==> config.mk <==
export PLATFORM = sky130hd
export DESIGN_NAME = dith_pwm_dac
export DESIGN_NICKNAME = d
export VERILOG_FILES = /design/src/rtl/dpwm_pkg.sv /design/src/rtl/dpwm_regs.sv /design/src/rtl/dpwm_timebase.sv /design/src/rtl/dpwm_shaper.sv /design/src/rtl/dith_pwm_dac.sv
export SDC_FILE = /design/constraint.sdc
export NUM_CORES = 1
export LEC_CHECK = 0
export ABC_AREA = 1
export CAP_MARGIN = 20
export CORE_MARGIN = 2
export CORE_UTILIZATION = 46
export DETAILED_ROUTE_END_ITERATION = 16
export DONT_BUFFER_PORTS = 1
export HOLD_SLACK_MARGIN = 0.06
export PLACE_DENSITY = 0.71
export SLEW_MARGIN = 30
export SYNTH_ARGS = -nofsm -noshare
export SYNTH_HDL_FRONTEND = slang
export SYNTH_HIERARCHICAL = 1
export SYNTH_SLANG_ARGS = --single-unit
==> constraint.sdc <==
create_clock -name clk_i -period 4 [get_ports clk_i]
set_clock_uncertainty 0.2 [all_clocks]
set_input_delay 0.8 -clock clk_i [delete_from_list [all_inputs] [get_ports clk_i]]
set_output_delay 0.8 -clock clk_i [all_outputs]
set_load 0.02 [all_outputs]
==> src/rtl/dpwm_pkg.sv <==
package dpwm_pkg;
  typedef enum logic {
    SEL_LO = 1'b0,
    SEL_HI = 1'b1
  } reg_sel_e;

  localparam int unsigned SLOT_BITS = 7;
endpackage

==> src/rtl/dpwm_regs.sv <==
module dpwm_regs #(
  parameter int unsigned DATA_W = 8,
  localparam int unsigned VAL_W = 2 * DATA_W - 2,
  localparam int unsigned HI_W  = VAL_W - DATA_W
) (
  input  logic              clk_i,
  input  logic              rst_ni,
  input  logic              wr_en_i,
  input  logic              wr_sel_i,
  input  logic [DATA_W-1:0] wr_data_i,
  input  logic              rd_sel_i,
  input  logic              commit_i,
  output logic [DATA_W-1:0] rd_data_o,
  output logic              en_o,
  output logic [VAL_W-1:0]  stage_o,
  output logic [VAL_W-1:0]  act_o
);
  import dpwm_pkg::*;

  logic [DATA_W-1:0] lo_q;
  logic [HI_W-1:0]   hi_q;
  logic              en_q;
  logic [VAL_W-1:0]  stage_q;
  logic [VAL_W-1:0]  act_q;
  logic              pend_q;

  logic wr_lo, wr_hi;
  assign wr_lo = wr_en_i && (reg_sel_e'(wr_sel_i) == SEL_LO);
  assign wr_hi = wr_en_i && (reg_sel_e'(wr_sel_i) == SEL_HI);

  always_ff @(posedge clk_i or negedge rst_ni) begin
    if (!rst_ni) begin
      lo_q <= '0;
    end else if (wr_lo) begin
      lo_q <= wr_data_i;
    end
  end

  // high write snapshots the whole word; boundary commit moves it to active
  always_ff @(posedge clk_i or negedge rst_ni) begin
    if (!rst_ni) begin
      hi_q    <= '0;
      en_q    <= 1'b0;
      stage_q <= '0;
      act_q   <= '0;
      pend_q  <= 1'b0;
    end else begin
      if (commit_i && pend_q) begin
        act_q  <= stage_q;
        pend_q <= 1'b0;
      end
      if (wr_hi) begin
        hi_q    <= wr_data_i[HI_W-1:0];
        en_q    <= wr_data_i[DATA_W-1];
        stage_q <= {wr_data_i[HI_W-1:0], lo_q};
        pend_q  <= 1'b1;
      end
    end
  end

  always_comb begin
    if (reg_sel_e'(rd_sel_i) == SEL_HI) rd_data_o = {en_q, 1'b1, hi_q};
    else                                rd_data_o = lo_q;
  end

  assign en_o    = en_q;
  assign stage_o = stage_q;
  assign act_o   = act_q;
endmodule

==> src/rtl/dpwm_timebase.sv <==
module dpwm_timebase #(
  parameter int unsigned TICK_DIV = 4,
  parameter int unsigned CW       = 7,
  parameter int unsigned FW       = 7
) (
  input  logic          clk_i,
  input  logic          rst_ni,
  output logic [CW-1:0] slot_o,
  output logic [FW-1:0] frame_o,
  output logic          period_end_o
);
  localparam int unsigned TW = (TICK_DIV > 1) ? $clog2(TICK_DIV) : 1;

  logic          tick;
  logic [CW-1:0] slot_q;
  logic [FW-1:0] frame_q;

  generate
    if (TICK_DIV > 1) begin : g_div
      logic [TW-1:0] div_q;
      assign tick = (div_q == TW'(TICK_DIV - 1));
      always_ff @(posedge clk_i or negedge rst_ni) begin
        if (!rst_ni)   div_q <= '0;
        else if (tick) div_q <= '0;
        else           div_q <= div_q + 1'b1;
      end
    end else begin : g_nodiv
      assign tick = 1'b1;
    end
  endgenerate

  assign period_end_o = tick && (slot_q == {CW{1'b1}});

  always_ff @(posedge clk_i or negedge rst_ni) begin
    if (!rst_ni) begin
      slot_q  <= '0;
      frame_q <= '0;
    end else if (tick) begin
      slot_q <= slot_q + 1'b1;
      if (period_end_o) frame_q <= frame_q + 1'b1;
    end
  end

  assign slot_o  = slot_q;
  assign frame_o = frame_q;
endmodule

==> src/rtl/dpwm_shaper.sv <==
module dpwm_shaper #(
  parameter int unsigned CW = 7,
  parameter int unsigned FW = 7
) (
  input  logic [CW+FW-1:0] act_i,
  input  logic [CW-1:0]    slot_i,
  input  logic [FW-1:0]    frame_i,
  output logic             level_o
);
  logic [CW-1:0] coarse;
  logic [FW-1:0] fine;
  logic [FW-1:0] frame_rev;
  logic          ext;
  logic [CW:0]   width;

  assign coarse = act_i[CW+FW-1:FW];
  assign fine   = act_i[FW-1:0];

  // bit reversal spreads the extended periods across the frame
  generate
    for (genvar i = 0; i < FW; i++) begin : g_rev
      assign frame_rev[i] = frame_i[FW-1-i];
    end
  endgenerate

  assign ext     = (frame_rev < fine);
  assign width   = {1'b0, coarse} + {{CW{1'b0}}, ext};
  assign level_o = ({1'b0, slot_i} < width);
endmodule

==> src/rtl/dith_pwm_dac.sv <==
module dith_pwm_dac #(
  parameter int unsigned DATA_W   = 8,
  parameter int unsigned TICK_DIV = 4
) (
  input  logic              clk_i,
  input  logic              rst_ni,
  input  logic              wr_en_i,
  input  logic              wr_sel_i,
  input  logic [DATA_W-1:0] wr_data_i,
  input  logic              rd_sel_i,
  output logic [DATA_W-1:0] rd_data_o,
  input  logic              port_bit_i,
  output logic              pwm_o
);
  localparam int unsigned VAL_W = 2 * DATA_W - 2;
  localparam int unsigned CW    = VAL_W / 2;
  localparam int unsigned FW    = VAL_W - CW;

  logic             pwm_en;
  logic [VAL_W-1:0] stage_val;
  logic [VAL_W-1:0] act_val;
  logic [CW-1:0]    slot;
  logic [FW-1:0]    frame;
  logic             period_end;
  logic             level;

  dpwm_regs #(.DATA_W(DATA_W)) u_regs (
    .clk_i     (clk_i),
    .rst_ni    (rst_ni),
    .wr_en_i   (wr_en_i),
    .wr_sel_i  (wr_sel_i),
    .wr_data_i (wr_data_i),
    .rd_sel_i  (rd_sel_i),
    .commit_i  (period_end),
    .rd_data_o (rd_data_o),
    .en_o      (pwm_en),
    .stage_o   (stage_val),
    .act_o     (act_val)
  );

  dpwm_timebase #(.TICK_DIV(TICK_DIV), .CW(CW), .FW(FW)) u_tb (
    .clk_i        (clk_i),
    .rst_ni       (rst_ni),
    .slot_o       (slot),
    .frame_o      (frame),
    .period_end_o (period_end)
  );

  dpwm_shaper #(.CW(CW), .FW(FW)) u_shp (
    .act_i   (act_val),
    .slot_i  (slot),
    .frame_i (frame),
    .level_o (level)
  );

  assign pwm_o = pwm_en ? level : port_bit_i;
endmodule

# [Word level (Yosys, flattened, before mapping)]
# Index checks and enable logic that the tools add are counted.
[word_totals] out_inout_bits=9 reg_bits=60
[classes] n_eq_ne=2 reduce_logical=6 bitwise_logic=1 n_mux=5 n_lt_le_gt_ge=2 add_sub_neg=4
[op_table] op="$add 7x1->7 const B" count=2
[op_table] op="$add 7x1->8" count=1
[op_table] op="$lt 7x8->1" count=1
[op_table] op="$mux 8" count=1
[op_table] op="$eq 7x7->1 const B" count=1
[op_table] op="$lt 7x7->1" count=1
[op_table] op="$logic_and 1x1->1" count=4
[op_table] op="$mux 1" count=3
[op_table] op="$add 2x1->2 const B" count=1
[op_table] op="$eq 2x2->1 const B" count=1
[op_table] op="$mux 2" count=1
[op_table] op="$reduce_and 2->1" count=1
[op_table] op="$reduce_bool 2->1" count=1
[op_table] op="$not 1->1" count=1

# [Logic depth before layout (Yosys ltp)]
[depth] depth_word=5 mapped_depth=19 mapped_depth_nobuf=19

# [Cells and area by module]
# Netlist, hierarchy kept.
[by_module_without_submodules] mod="dpwm_regs" cells_per_inst=189 area_each_um2=1624.1 n_inst=1 seq_area_each_um2=950.9
[by_module_without_submodules] mod="dpwm_timebase" cells_per_inst=86 area_each_um2=787.0 n_inst=1 seq_area_each_um2=400.4
[by_module_without_submodules] mod="dpwm_shaper" cells_per_inst=69 area_each_um2=435.4 n_inst=1 seq_area_each_um2=0.0
[by_module_without_submodules] mod="dith_pwm_dac" cells_per_inst=4 area_each_um2=15.0 n_inst=1 seq_area_each_um2=0.0

# [Worst setup path after synthesis]
# OpenSTA, ideal clock, no wires.
[synth_path] kind="reg2out" startpoint="register u_tb.frame_q[0], in the netlist u_tb/frame_o[0]" endpoint="output pwm_o" stages_incl_launch_ff=18 required_time_ns=3.000 setup_slack_ns=0.486 path_buffers=0 arrival_ns=2.514 cell_sequence="dfrtp_1 ha_1 a21oi_1 o21ai_0 a21oi_1 ha_1 ha_1 nand2_1 nor3_1 xnor2_1 ha_1 nand2_1 nand2_1 nand2_1 inv_1 a21oi_1 nand2_1 nand2_1"
[synth_between] elab_chain_len=4
[synth_rtl] item="start: declaration" line="dpwm_timebase.sv:16" text="logic [FW-1:0] frame_q;"
[synth_rtl] item="start signal: assignment" line="dpwm_timebase.sv:40" text="if (period_end_o) frame_q <= frame_q + 1'b1;"
[synth_rtl] item="$lt 7x7->1" line="dpwm_shaper.sv:26" text="assign ext = (frame_rev < fine);"
[synth_rtl] item="$add 7x1->8" line="dpwm_shaper.sv:27" text="assign width = {1'b0, coarse} + {{CW{1'b0}}, ext};"
[synth_rtl] item="$lt 7x8->1" line="dpwm_shaper.sv:28" text="assign level_o = ({1'b0, slot_i} < width);"
[synth_rtl] item="named net level" line="dith_pwm_dac.sv:25" text="logic level;"
[synth_rtl] item="$mux 1" line="dith_pwm_dac.sv:56" text="assign pwm_o = pwm_en ? level : port_bit_i;"
[synth_rtl] item="end: declaration" line="dith_pwm_dac.sv:13" text="output logic pwm_o"
# The timed path passes the listed nets, and every way through them passes these cells.

# [Final worst setup path]
[layout_path] startpoint="register u_regs.act_q[6], in the netlist u_regs/act_o[6]" endpoint="output pwm_o"
[layout_between] elab_chain_len=4
[layout_rtl] item="start: declaration" line="dpwm_regs.sv:24" text="logic [VAL_W-1:0] act_q;"
[layout_rtl] item="start signal: assignment" line="dpwm_regs.sv:49" text="act_q <= stage_q;"
[layout_rtl] item="$lt 7x7->1" line="dpwm_shaper.sv:26"
[layout_rtl] item="$add 7x1->8" line="dpwm_shaper.sv:27"
[layout_rtl] item="$lt 7x8->1" line="dpwm_shaper.sv:28"
[layout_rtl] item="named net level" line="dith_pwm_dac.sv:25"
[layout_rtl] item="$mux 1" line="dith_pwm_dac.sv:56"
# The timed path passes the listed nets, and every way through them passes these cells.

==> impl_metrics.tcl <==
set metrics [dict create \
    run_status "complete, no violations" \
    post_drt_wl_per_cell_um 12.4 \
    overflow 0 \
    die_h_um 82.9 \
    p_int_uw 745 \
    synthTopCellsByArea "dfrtp_1, nand2_1, nand3_1, ha_1, inv_1" \
    finalMaxSlewViolations 0 \
    hold_viol 0 \
    power.leakage_nw 1.63 \
    rsz0062_at_grt "true" \
    globalplace.congestion 0.786 \
    setup_viol 0 \
    die_area_sq_um 6870 \
    pre_cts_ws_ns 0.217 \
    crit_start "u_regs/act_o[6]" \
    grt_pass1_vias 2143 \
    dp_hpwl_mm 3.70 \
    cap_viol_max_count 0 \
    min_path_type "input port to asynchronous set/reset pin" \
    clk_pin_slew_worst_paths_ns 0.10 \
    cts-root-buf "clkbuf_8" \
    synthArstFlopShare 1.00 \
    yosys.area.top_type "dfrtp_1" \
    setup.worst_path.end_class "output pin" \
    path_max_fanout 3 \
    grt_max_degree 55 \
    yosys_warnings 6 \
    synth_most_common_cell "nand2_1" \
    antenna_found_initial 0 \
    fin_area_sq_um 3070 \
    post-route-worst-setup-slack_ns 0.149 \
    clkSinkCount 54 \
    max_freq_mhz 260 \
    power_frac_clock 0.327 \
    die_w_um 82.9 \
    grt_pass1_wl_mm 9.34 \
    synth-compound-area-share 0.0240 \
    power_density_nw_per_um2 329 \
    htree_levels 2 \
    syn_avg_cell_area_sq_um 8.22 \
    synth_top_family_by_area "simple AND/OR/NAND/NOR gates" \
    sw_frac_of_total 0.263 \
    clk_path_buf_depth 2 \
    worstPathArrival_ns 2.85 \
    worst-slew-pin-transition_ns 0.497 \
    rows 28 \
    synth_top_area_frac 0.472 \
    r2r_cells 8 \
    min_period_ns 3.85 \
    worstPathRequired_ns 3.00 \
    start_util 0.480 \
    slew_headroom 0.669 \
    vias 2119 \
    wirelength_mm 5.28 \
    finalCritPeriodShare 0.963 \
    worst_skew_pair.late_latency_ns 0.31 \
    synth_mux_area_frac 0.00394 \
    worstSetupPathType "flop to output pin" \
    seqPwrFrac 0.595 \
    start_kind "flop" \
    ys_seq_elements 54 \
    drc 0 \
    drt.antenna.violating_nets 0 \
    syn-num-nets 379 \
    drtPass1Iterations 4 \
    placed_cell_area_sq_um 2870 \
    synth_seq_area_share 0.472 \
    nNetsFinal 380 \
    syn2layout_area_growth_pct 7.43 \
    synthCells 348 \
    r2r-start "u_tb/slot_o[0]" \
    antennaDiodeCount 0 \
    port_buffers 0 \
    grtUsageTotal 0.162 \
    synth.distinct_cells 29 \
    synth-adder-area-share 0.0743 \
    tritoncts "done" \
    ir_worst_vdd_mv 0.182 \
    first_iter_violations 74 \
    fin_util 0.516 \
    ys.flop_type "dfrtp_1" \
    core_area_sq_um 5960 \
    num_io_pins 23 \
    viasPerCell 4.99 \
    cts_buffers 5 \
    p_comb_frac 0.078 \
    drive_gt1_frac 0.109 \
    synth-xor-area-share 0.0337 \
    power.net_switching_uw 266 \
    synthesis.area_sq_um 2860 \
    ys_top_cells_by_count "nand2_1, dfrtp_1, nand3_1" \
    synth-simple-area-share 0.321 \
    synth_edf_count 0 \
]
## worst paths after layout
| kind | to | slack (ns) |
|---|---|---|
| hold reg to reg | u_tb/g_div.div_q[0] | 0.23 |
| setup / recovery | pwm_o | 0.15 |
| hold / removal | u_tb/slot_o[4] | 0.13 |
| max in group asynchronous | u_regs/act_o[0] | 3.24 |
| min in group clk_i | u_tb/g_div.div_q[0] | 0.23 |
| setup reg to reg | u_regs/act_o[10] | 2.17 |
## what timing repair did
| action | CTS | global route |
|---|---|---|
| setup buffers | 3 | 2 |
| pin swaps | 0 | 3 |
| endpoints found under the hold margin | 54 | 0 |
| gates resized for setup | 4 | 7 |
| setup endpoints to repair | 1 | 1 |
| hold buffers | 1 | 0 |
## metal layers
layer	vias up	GRT usage	share of wire
met1	977	0.203	0.47
met4	0	0.0700	0.015
met5	-	0	0
met3	9	0.0408	0.047
li1	1100	-	-
met2	33	0.266	0.47
## worst max-delay path: stages, from the launching register on
cell     delay, ns
dfrtp_1       0.36
inv_1         0.05
ha_1          0.33
a21oi_2       0.15
o21ai_1       0.08
a21oi_2       0.12
ha_2          0.22
ha_4          0.15
nand2_1       0.06
nor3_2        0.14
xnor2_1       0.14
ha_1          0.26
nand2_1       0.08
nand2_1       0.04
nand2_1       0.05
inv_1         0.04
a21oi_2       0.09
nand2_1       0.07
nand2_2       0.11
## final cells by class
| class | instances | area, sq um |
|---|---|---|
| tap | 75 | 93.8 |
| fill | 576 | 2880 |
| clock inverter | 2 | 16.3 |
| inverter | 30 | 118 |
| clock buffer | 6 | 82.6 |
| sequential | 54 | 1350 |
| timing repair buffer | 6 | 65.1 |
| multi-input combinational | 252 | 1350 |
## per-stage QoR
stage,TNS (ns),power [mW],instances,hold WS (ns)
after global placement,0,0.676,411,0.216
after global routing,-0.136,1.06,425,0.124
final,0,1.01,425,0.127
after floorplan,0,0.671,348,0.203
after CTS,0,1.02,423,0.134
after detailed placement,0,0.678,411,0.221
## placed cells by master (no fill, tap or decap)
cell type / netlist / routed
a21o_1: 1 / 1
a21oi_1: 7 / 3
a21oi_2: 0 / 4
buf_16: 0 / 1
buf_4: 5 / 5
clkbuf_8: 0 / 6
clkinv_4: 1 / 1
clkinvlp_4: 0 / 1
dfrtp_1: 54 / 54
ha_1: 17 / 15
ha_2: 0 / 1
ha_4: 0 / 1
inv_1: 28 / 28
inv_2: 1 / 1
inv_6: 0 / 1
mux2_2: 1 / 1
nand2_1: 143 / 142
nand2_2: 3 / 4
nand2_4: 3 / 3
nand3_1: 45 / 45
nand3_2: 2 / 2
nand3b_1: 3 / 3
nand4_1: 1 / 1
nor2_1: 7 / 6
nor2_2: 1 / 2
nor2_4: 1 / 1
nor3_2: 0 / 1
o211ai_1: 1 / 1
o21ai_0: 2 / 1
o21ai_1: 0 / 1
o21ai_2: 1 / 1
or2_2: 1 / 1
xnor2_1: 4 / 4
xor2_1: 7 / 7
## registers in the layout, summed over array words and instances (netlist names)
name	flops
u_tb/slot_o	7
u_regs/lo_q	8
u_tb/frame_o	7
u_regs/en_o	1
u_regs/act_o	14
u_regs/pend_q	1
u_tb/g_div.div_q	2
u_regs/hi_q	6
u_regs/stage_o	8
## power groups by stage
stage | registers, mW | clock network, mW | logic, mW
3_5_place_dp | 0.612 | 0 | 0.0659
3_3_place_gp | 0.611 | 0 | 0.0647
6_report | 0.601 | 0.331 | 0.0786
4_1_cts | 0.601 | 0.337 | 0.0802
5_1_grt | 0.606 | 0.366 | 0.0921
2_1_floorplan | 0.604 | 0 | 0.0667
## kinds of logic after synthesis
family / after synthesis
simple gates: 211
compound gates: 12
flops: 54
fa+ha+maj: 17
buf+inv: 42
xor+xnor: 11
mux: 1
(Power assumes the default switching activity.)
